==> src/rtl/wdt_pkg.sv <==
package wdt_pkg;
  localparam logic [7:0] OFS_CTRL  = 8'h00;
  localparam logic [7:0] OFS_RANGE = 8'h04;
  localparam logic [7:0] OFS_COUNT = 8'h08;
  localparam logic [7:0] OFS_KICK  = 8'h0C;
  localparam logic [7:0] OFS_STAT  = 8'h10;
  localparam logic [7:0] OFS_CLR   = 8'h14;
  localparam logic [7:0] OFS_PARAM = 8'hF4;

  localparam logic [7:0]  KICK_KEY  = 8'h76;
  localparam logic [31:0] PARAM_VAL = 32'h0000_0040;
  localparam int unsigned NUM_IDX   = 16;

  typedef enum logic [1:0] {
    WS_IDLE,
    WS_RUN,
    WS_FIRE,
    WS_HALT
  } wdt_state_e;
endpackage

==> src/rtl/wdt_period_lut.sv <==
module wdt_period_lut #(
  parameter int unsigned BASE_EXP = 16,
  parameter int unsigned CNT_W    = BASE_EXP + 16
) (
  input  logic [3:0]       init_idx_i,
  input  logic [3:0]       run_idx_i,
  output logic [CNT_W-1:0] init_load_o,
  output logic [CNT_W-1:0] run_load_o
);
  logic [CNT_W-1:0] tbl [wdt_pkg::NUM_IDX];

  for (genvar g = 0; g < int'(wdt_pkg::NUM_IDX); g++) begin : g_tbl
    assign tbl[g] = CNT_W'((64'd1 << (BASE_EXP + g)) - 64'd1);
  end

  assign init_load_o = tbl[init_idx_i];
  assign run_load_o  = tbl[run_idx_i];
endmodule

==> src/rtl/wdt_regs.sv <==
module wdt_regs
  import wdt_pkg::*;
#(
  parameter int unsigned ADDR_W = 8,
  parameter int unsigned DATA_W = 32,
  parameter int unsigned CNT_W  = 32
) (
  input  logic              clk_i,
  input  logic              rst_ni,
  input  logic              req_i,
  input  logic              we_i,
  input  logic [ADDR_W-1:0] addr_i,
  input  logic [DATA_W-1:0] wdata_i,
  input  logic [CNT_W-1:0]  cnt_i,
  input  logic              irq_i,
  output logic [DATA_W-1:0] rdata_o,
  output logic              en_o,
  output logic              mode_o,
  output logic [3:0]        init_idx_o,
  output logic [3:0]        run_idx_o,
  output logic              en_set_o,
  output logic              kick_o,
  output logic              irq_clr_o
);
  logic       en_q, mode_q;
  logic [7:0] range_q;
  logic       wr, rd;

  assign wr = req_i &  we_i;
  assign rd = req_i & ~we_i;

  assign en_set_o  = wr && addr_i == ADDR_W'(OFS_CTRL) && wdata_i[0] && !en_q;
  assign kick_o    = wr && addr_i == ADDR_W'(OFS_KICK) && wdata_i == DATA_W'(KICK_KEY);
  assign irq_clr_o = rd && addr_i == ADDR_W'(OFS_CLR);

  always_ff @(posedge clk_i or negedge rst_ni) begin
    if (!rst_ni) begin
      en_q    <= 1'b0;
      mode_q  <= 1'b0;
      range_q <= '0;
    end else if (wr) begin
      if (addr_i == ADDR_W'(OFS_CTRL)) begin
        en_q   <= en_q | wdata_i[0];
        mode_q <= wdata_i[1];
      end
      if (addr_i == ADDR_W'(OFS_RANGE)) range_q <= wdata_i[7:0];
    end
  end

  always_comb begin
    rdata_o = '0;
    unique case (addr_i)
      ADDR_W'(OFS_CTRL):  rdata_o = DATA_W'({mode_q, en_q});
      ADDR_W'(OFS_RANGE): rdata_o = DATA_W'(range_q);
      ADDR_W'(OFS_COUNT): rdata_o = DATA_W'(cnt_i);
      ADDR_W'(OFS_STAT):  rdata_o = DATA_W'(irq_i);
      ADDR_W'(OFS_PARAM): rdata_o = DATA_W'(PARAM_VAL);
      default:            rdata_o = '0;
    endcase
  end

  assign en_o       = en_q;
  assign mode_o     = mode_q;
  assign init_idx_o = range_q[7:4];
  assign run_idx_o  = range_q[3:0];
endmodule

==> src/rtl/wdt_counter.sv <==
module wdt_counter
  import wdt_pkg::*;
#(
  parameter int unsigned CNT_W   = 32,
  parameter int unsigned RST_CYC = 8,
  localparam int unsigned PW     = $clog2(RST_CYC + 1)
) (
  input  logic             clk_i,
  input  logic             rst_ni,
  input  logic             en_set_i,
  input  logic             kick_i,
  input  logic             irq_clr_i,
  input  logic             mode_i,
  input  logic [CNT_W-1:0] init_load_i,
  input  logic [CNT_W-1:0] run_load_i,
  output logic [CNT_W-1:0] cnt_o,
  output logic             irq_o,
  output logic             sys_rst_o,
  output logic             running_o,
  output logic             halted_o
);
  wdt_state_e       st_q;
  logic [CNT_W-1:0] cnt_q;
  logic [PW-1:0]    pulse_q;
  logic             irq_q, rst_q;

  always_ff @(posedge clk_i or negedge rst_ni) begin
    if (!rst_ni) begin
      st_q    <= WS_IDLE;
      cnt_q   <= '0;
      pulse_q <= '0;
      irq_q   <= 1'b0;
      rst_q   <= 1'b0;
    end else begin
      unique case (st_q)
        WS_IDLE: begin
          if (en_set_i) begin
            cnt_q <= init_load_i;
            st_q  <= WS_RUN;
          end
        end
        WS_RUN: begin
          if (kick_i) begin
            // restart wins over a simultaneous expiry
            cnt_q <= run_load_i;
            irq_q <= 1'b0;
          end else if (cnt_q == '0) begin
            if (!mode_i || irq_q) begin
              st_q    <= WS_FIRE;
              rst_q   <= 1'b1;
              pulse_q <= PW'(RST_CYC - 1);
            end else begin
              irq_q <= 1'b1;
              cnt_q <= run_load_i;
            end
          end else begin
            cnt_q <= cnt_q - 1'b1;
            if (irq_clr_i) irq_q <= 1'b0;
          end
        end
        WS_FIRE: begin
          if (irq_clr_i) irq_q <= 1'b0;
          if (pulse_q == '0) begin
            st_q  <= WS_HALT;
            rst_q <= 1'b0;
          end else begin
            pulse_q <= pulse_q - 1'b1;
          end
        end
        WS_HALT: begin
          if (irq_clr_i) irq_q <= 1'b0;
        end
        default: st_q <= WS_IDLE;
      endcase
    end
  end

  assign cnt_o     = cnt_q;
  assign irq_o     = irq_q;
  assign sys_rst_o = rst_q;
  assign running_o = st_q == WS_RUN;
  assign halted_o  = st_q == WS_HALT;
endmodule

==> src/rtl/wdt_top.sv <==
module wdt_top #(
  parameter int unsigned ADDR_W   = 8,
  parameter int unsigned DATA_W   = 32,
  parameter int unsigned BASE_EXP = 16,
  parameter int unsigned RST_CYC  = 8,
  localparam int unsigned CNT_W   = BASE_EXP + 16
) (
  input  logic              clk_i,
  input  logic              rst_ni,
  input  logic              req_i,
  input  logic              we_i,
  input  logic [ADDR_W-1:0] addr_i,
  input  logic [DATA_W-1:0] wdata_i,
  output logic [DATA_W-1:0] rdata_o,
  output logic              irq_o,
  output logic              sys_rst_o
);
  logic             en, mode, en_set, kick, irq_clr;
  logic [3:0]       init_idx, run_idx;
  logic [CNT_W-1:0] init_load, run_load, cnt;
  logic             irq, sys_rst, running, halted;

  wdt_regs #(.ADDR_W(ADDR_W), .DATA_W(DATA_W), .CNT_W(CNT_W)) i_regs (
    .clk_i, .rst_ni, .req_i, .we_i, .addr_i, .wdata_i,
    .cnt_i      (cnt),
    .irq_i      (irq),
    .rdata_o,
    .en_o       (en),
    .mode_o     (mode),
    .init_idx_o (init_idx),
    .run_idx_o  (run_idx),
    .en_set_o   (en_set),
    .kick_o     (kick),
    .irq_clr_o  (irq_clr)
  );

  wdt_period_lut #(.BASE_EXP(BASE_EXP), .CNT_W(CNT_W)) i_lut (
    .init_idx_i  (init_idx),
    .run_idx_i   (run_idx),
    .init_load_o (init_load),
    .run_load_o  (run_load)
  );

  wdt_counter #(.CNT_W(CNT_W), .RST_CYC(RST_CYC)) i_cnt (
    .clk_i, .rst_ni,
    .en_set_i    (en_set),
    .kick_i      (kick),
    .irq_clr_i   (irq_clr),
    .mode_i      (mode),
    .init_load_i (init_load),
    .run_load_i  (run_load),
    .cnt_o       (cnt),
    .irq_o       (irq),
    .sys_rst_o   (sys_rst),
    .running_o   (running),
    .halted_o    (halted)
  );

  assign irq_o     = irq;
  assign sys_rst_o = sys_rst;
endmodule

==> config.mk <==
export PLATFORM = sky130hd
export DESIGN_NAME = wdt_top
export DESIGN_NICKNAME = d
export VERILOG_FILES = /design/src/rtl/wdt_pkg.sv /design/src/rtl/wdt_period_lut.sv /design/src/rtl/wdt_regs.sv /design/src/rtl/wdt_counter.sv /design/src/rtl/wdt_top.sv
export SDC_FILE = /design/constraint.sdc
export NUM_CORES = 1
export LEC_CHECK = 0
export BUFFER_PORTS_ARGS = -buffer_cell sky130_fd_sc_hd__buf_2
export CORE_MARGIN = 2
export CORE_UTILIZATION = 50
export CTS_BUF_LIST = sky130_fd_sc_hd__clkbuf_16
export DETAILED_ROUTE_END_ITERATION = 12
export PLACE_DENSITY = 0.77
export SLEW_MARGIN = 15
export SYNTH_ARGS = -nofsm -noshare
export SYNTH_HDL_FRONTEND = slang
export SYNTH_SLANG_ARGS = --single-unit
==> constraint.sdc <==
create_clock -name clk_i -period 2.7 [get_ports clk_i]
set_input_delay 0 -clock clk_i [delete_from_list [all_inputs] [get_ports clk_i]]
set_output_delay 0 -clock clk_i [all_outputs]
set_load 0.01 [all_outputs]
After elaboration in Yosys (flattened, before gate mapping)
Memory sizes are Yosys's and may differ from the RTL's. Cells that the tools add are included.

$add $sub $neg: 2. Multipliers: 0. Div/mod/pow operators: 0. Order comparisons: 2. Eq/ne operators: 17. Shifts and indexed selects: 0. Multiplexer cells: 31. Bitwise gates (word level): 6. Reduce and logical (&&, ||, !) cells: 25.

Operators with widths (count): two-way mux 32 bit (8); case mux 32 bit (5 select lines) (1); case mux 32 bit (2 select lines) (1); == test 32 x 7 -> 1 bit (second input constant) (1); zero test 32 bit (1); subtractor 32 x 1 -> 32 bit (second input constant) (1); == test 8 x 4 -> 1 bit (second input constant) (2); == test 8 x 5 -> 1 bit (second input constant) (2); two-way mux 4 bit (4); >= comparator 5 bit (second input constant) (2); two-way mux 2 bit (5); inequality test 2 bit (second input constant) (5); NOT 4 -> 5 bit (2); AND reduction 5 bit (2); == test 8 x 3 -> 1 bit (second input constant) (1); == test 8 bit (second input constant) (1); zero test 8 bit (1); two-way mux 1 bit (8); case mux 4 bit (2 select lines) (1); logical AND 1 bit (6); case mux 2 bit (3 select lines) (1); AND reduction 2 bit (3); AND reduction 6 bit (1); nonzero test 2 bit (3); other kinds (16) (20).

Bits in registers: 50. Latch bits: 0. Bits in writable memories: 0. Bits in read-only memories: 1024. Input bits: 44. Output and inout bits: 34. Logic and storage cells: 93. Memories: 2.

Memory list: (no name shown) (words 16, width 32, rd ports 1, clocked after memory_dff 0, wr ports 0, line wdt_period_lut.sv:16) `assign init_load_o = tbl[init_idx_i];`; (no name shown) (words 16, width 32, rd ports 1, clocked after memory_dff 0, wr ports 0, line wdt_period_lut.sv:17) `assign run_load_o = tbl[run_idx_i];`.

Longest topological paths before layout
Depth after elaboration: 8. Mapped depth: 10. Depth with buffers taken out: 8.

Hierarchy
A second synthesis with hierarchy kept.

Cell total of the unflattened synthesis: 555. Area total of the unflattened synthesis: 4463.0 um^2.

By module, submodules not included: wdt_counter (times used 1, cells an instance 386, area an instance 3072.9 um^2, seq. area each 1001.0 um^2); wdt_regs (times used 1, cells an instance 89, area an instance 858.3 um^2, seq. area each 250.2 um^2); wdt_period_lut (times used 1, cells an instance 80, area an instance 531.8 um^2, seq. area each 0.0 um^2).

Least setup slack after synthesis
Ideal clock, no wire load.

Path kind: register to register. From: register i_cnt.cnt_q[22] (netlist: i_cnt.cnt_o[22]). To: register i_cnt.cnt_q[17] (netlist: i_cnt.cnt_o[17]). Setup time: 104 ps. Data arrival time: 2726 ps. Setup slack: -130 ps. Stages on the path, launching flop included: 8. Cells stage by stage: dfrtp_1 or4_4 or3_1 or4_1 buf_2 nand2_1 mux2_2 a221oi_1.

Cells in the longest elaborated chain, start to end: 4. Elaborated cells between the ends (all ways): 6. Those cells by class: 1 x eq/ne; 3 x mux; 2 x reduce/logical.

RTL lines: start: declaration (line wdt_counter.sv:23) `logic [CNT_W-1:0] cnt_q;`; start signal: assignment (line wdt_counter.sv:38) `cnt_q <= init_load_i;`; start signal: assignment (line wdt_counter.sv:45) `cnt_q <= run_load_i;`; start signal: assignment (line wdt_counter.sv:54) `cnt_q <= run_load_i;`; zero test 32 bit (*) (line wdt_counter.sv:47) `end else if (cnt_q == '0) begin`; two-way mux 32 bit (line wdt_counter.sv:47); two-way mux 32 bit (line wdt_counter.sv:43) `if (kick_i) begin`; case mux 32 bit (2 select lines) (line wdt_counter.sv:35) `unique case (st_q)`.

Mark *: on every way between the ends. The rest lies on a longest branch, timed or not. A chain may end at the register's enable or synchronous reset.

Worst setup path in the final report
From: register i_cnt.cnt_q[23] (netlist: i_cnt.cnt_o[23]). To: register i_cnt.cnt_q[24] (netlist: i_cnt.cnt_o[24]).

Cells in the longest elaborated chain, start to end: 4. Elaborated cells between the ends (all ways): 7. Those cells by class: 1 x add/sub; 1 x eq/ne; 3 x mux; 2 x reduce/logical.

RTL lines (line): subtractor 32 x 1 -> 32 bit / zero test 32 bit (equally long branches) (wdt_counter.sv:57, wdt_counter.sv:47); two-way mux 32 bit (wdt_counter.sv:47); two-way mux 32 bit (wdt_counter.sv:43); case mux 32 bit (2 select lines) (wdt_counter.sv:35).

Parallel ways exist; a longest one is shown, timed or not.

==> impl_metrics.toml <==
[layout]
fillCellCount = 608
multi_input_area_sq_um = 2350
fin_util_pct = 68.2
drive_gt1_share_pct = 30.8
num_antenna_cells = 0
seq_area_sq_um = 1250
nets = 614
layout.cells.non_filler = 661
layout_common_cells = "77 x sky130_fd_sc_hd__buf_2, 50 x sky130_fd_sc_hd__dfrtp_1, 41 x sky130_fd_sc_hd__nand2_1"
layout-area-overhead-vs-synth_pct = 32.2
mostFrequentLayoutCell = "sky130_fd_sc_hd__buf_2"

[grt]
antenna_found_initial = 0
track_usage_pct = 29.5
grt_max_degree = 27
grt_first_pass_wirelength_mm = 19.5
grt-ovfl-total = 0
first_global_vias = 3900

[setup_path]
arrival_ns = 2.91
critical_path_buf_inv_count = 2
r2r_setup_slack_ns = -0.04
critPathSlowestCell = "sky130_fd_sc_hd__or4_4"
cpLargestDelayFamily = "simple AND/OR/NAND/NOR gates"
path_cells = "or4_4 > or3_4 > or4_4 > o31ai_4 > buf_6 > buf_6 > a21oi_1 > o32a_1"
critical_path_data_required_time_ns = 2.87
timing.critical_path.slowest_cell_delay_ns = 0.54
cp-start-kind = "flop"
setup.worst_path.class = "flop to flop"
cp-end-kind = "flop"
crit_fanout = 6

[placed_design]
finalWeightedCongestion = 0.961
dpl.cell_count = 636
dp_hpwl_mm = 8.71
portBuffers = 77

[routing]
antenna_violating_nets_post_route = 0
drt_first_pass_iters = 5
drc = 0
dr_total_vias = 4071
dr.first_iter.drc_count = 366
number_of_vias_per_cell = 6.16
post_drt_wl_per_cell_microns = 17.9
drt-total-wl_mm = 11.8

[sta]
layout_setup_ws_ns = -0.0353
worst_clock_skew_ns = 0.00644
count_of_endpoints_failing_setup_in_the_final_report = 9
fin_worst_hold_slack_ns = 0.236
fin_tns_setup_ns = -0.162
actual_slew_at_the_worst_max_slew_pin_ns = 0.786
timing.fmax_mhz = 366
final_hold_viol_count = 0
setup_repair_after_global_routing_missed_its_margin = "true"
finalCritPeriodShare_pct = 101
final_max_slew_viols = 0
slew_headroom_pct = 47.4
period_minus_slack_ns = 2.74

[pwr]
power.leakage_nw = 2.36
pwr-share-clk_pct = 45.5
p_per_area_nw_per_um2 = 324
p_seq_share_pct = 47.9
report.power.total_mw = 1.60
swShare_pct = 22.5
vdd_drop_max_mv = 0.227
net_sw_power_mw = 0.359
comb_power_share_pct = 6.5
p_int_mw = 1.24

[floorplanning]
fp.dieW_microns = 90.2
die_area_sq_um = 8140
design.core.area_sq_um = 7210
initial_utilization_pct = 51.5
pin_count = 78
y_dimension_of_the_die_microns = 90.2
placementRows = 31

[flow_run]
max_cap_violations = 0

[min_path]
hp-class = "primary input to flop"

[synth]
ys.warnings.count = 0
ys_async_sr_fraction_pct = 100
synth_top_flop_cell = "sky130_fd_sc_hd__dfrtp_1"
synth-edff-count = 0
syn-cell-area_sq_um = 3720
postSynthNetCount = 494
syn-instance-count = 441
yosysSeqAreaShare_pct = 33.6
synth.ff_latch_count = 50
syn_avg_cell_area_sq_um = 8.43
synth.distinct_cells = 59

[outcome]
violations = "setup timing"
run_status = "complete, but fails checks"

[cts]
clockBufferDepth = 2
clkSinkCount = 50
cts_max_level = 2
clkLatencyLatePin_ns = 0.29
clock_tree_from_tritoncts = "yes"
path_clk_slew_ns = 0.07
clk_root_buffer_cell = "sky130_fd_sc_hd__clkbuf_16"
cts_made_buffers = 5
==> state kept, by name, summed over array words and instances, names as in the netlist <==
register         cells
i_cnt.st_q           2
i_cnt.pulse_q        4
i_cnt.irq_o          1
i_regs.range_q       8
i_regs.mode_o        1
i_cnt.sys_rst_o      1
i_regs.en_o          1
i_cnt.cnt_o         32
==> synth_stat cells (3+ instances only) <==
library cell / number / area share (%)
sky130_fd_sc_hd__a31oi_1: 3 / 0.50
sky130_fd_sc_hd__nor3b_1: 3 / 0.61
sky130_fd_sc_hd__nor4_1: 22 / 3.7
sky130_fd_sc_hd__nor3_1: 17 / 2.3
sky130_fd_sc_hd__or4_1: 12 / 2.4
sky130_fd_sc_hd__or2_2: 3 / 0.50
sky130_fd_sc_hd__o31a_1: 3 / 0.71
sky130_fd_sc_hd__nor2_1: 28 / 2.8
sky130_fd_sc_hd__nand4b_1: 4 / 0.94
sky130_fd_sc_hd__a21oi_1: 23 / 3.1
sky130_fd_sc_hd__a211oi_1: 4 / 0.81
sky130_fd_sc_hd__clkbuf_1: 17 / 1.7
sky130_fd_sc_hd__ha_1: 9 / 3.0
sky130_fd_sc_hd__a22o_1: 5 / 1.2
sky130_fd_sc_hd__and2_1: 15 / 2.5
sky130_fd_sc_hd__o21ai_0: 29 / 3.9
sky130_fd_sc_hd__o211ai_1: 3 / 0.61
sky130_fd_sc_hd__o31ai_1: 5 / 1.0
sky130_fd_sc_hd__xor2_1: 3 / 0.71
sky130_fd_sc_hd__a211o_1: 13 / 3.1
sky130_fd_sc_hd__mux2_2: 10 / 3.0
sky130_fd_sc_hd__dfrtp_1: 50 / 34
sky130_fd_sc_hd__buf_2: 6 / 0.81
sky130_fd_sc_hd__nand2_1: 42 / 4.2
sky130_fd_sc_hd__nand2b_1: 4 / 0.67
sky130_fd_sc_hd__or3_1: 14 / 2.4
sky130_fd_sc_hd__mux2i_1: 12 / 3.2
sky130_fd_sc_hd__nand4_1: 5 / 0.84
sky130_fd_sc_hd__o41ai_1: 3 / 0.71
sky130_fd_sc_hd__inv_1: 23 / 2.3
sky130_fd_sc_hd__o22ai_1: 7 / 1.2
sky130_fd_sc_hd__nand3_1: 9 / 1.2
==> worst register-to-register path, stage by stage (launching register included) <==
cell,delay [ns]
sky130_fd_sc_hd__dfrtp_1,0.38
sky130_fd_sc_hd__or4_4,0.54
sky130_fd_sc_hd__or3_4,0.35
sky130_fd_sc_hd__or4_4,0.49
sky130_fd_sc_hd__o31ai_4,0.35
sky130_fd_sc_hd__buf_6,0.18
sky130_fd_sc_hd__buf_6,0.12
sky130_fd_sc_hd__a21oi_1,0.04
sky130_fd_sc_hd__o32a_1,0.16
==> layout make-up <==
cell class / count / area share, %
tap: 99 / 2.52
timing repair buffer: 137 / 19.0
clock inverter: 3 / 0.840
sequential: 50 / 25.4
inverter: 23 / 1.76
clock buffer: 5 / 2.54
multi-input combinational: 344 / 47.9
==> final timing paths <==
kind                                 startpoint  cells after the start               to
worst max-delay path            i_cnt.cnt_o[23]                      8  i_cnt.cnt_o[24]
worst min-delay path                       we_i                      4      i_regs.en_o
worst max register to register  i_cnt.cnt_o[23]                      8  i_cnt.cnt_o[24]
worst min register to register      i_regs.en_o                      1      i_regs.en_o
max in group asynchronous                rst_ni                      3      i_cnt.irq_o
min in group asynchronous                rst_ni                      2  i_cnt.cnt_o[27]
==> per-stage QoR <==
| stage | worst slack (ns) | area [sq um] |
|---|---|---|
| 3_5_place_dp | -0.0724 | 4490 |
| 5_1_grt | -0.110 | 4920 |
| 4_1_cts | -0.0248 | 4770 |
| 6_report | -0.0353 | 4920 |
| 2_1_floorplan | -0.0104 | 3730 |
| 3_3_place_gp | -0.0285 | 4490 |
==> metal layers <==
metal / routed length, microns / GRT usage, %
met1: 5090 / 39.4
met2: 5600 / 49.2
met3: 804 / 4.11
met4: 347 / 10.1
met5: 0 / 0
==> timing repair <==
item / 4_1_cts / 5_1_grt
setup buffers: 0 / 8
resized for setup: 9 / 21
gates cloned: 0 / 1
hold buffers: 9 / 0
endpoints found under the hold margin: 33 / 0
setup endpoints to repair: 9 / 39
pin swaps: 4 / 7
==> cell families after synthesis <==
group           count (synthesis)  share of synthesized area [%]
simple gates                  191                           28.6
compound gates                117                           22.3
flops                          50                           33.6
buf+inv                        47                           5.05
mux                            22                           6.26
fa+ha+maj                       9                           3.03
xor+xnor                        5                           1.18
==> power by group through the flow <==
stage / clock, mW / combinational, mW / sequential [mW]
floorplan: 0 / 0.0353 / 0.770
global placement: 0 / 0.0914 / 0.778
detailed placement: 0 / 0.0941 / 0.778
CTS: 0.725 / 0.104 / 0.764
global route: 0.753 / 0.116 / 0.765
finish: 0.726 / 0.104 / 0.765
Note: power is estimated with default switching activity, not from simulation.
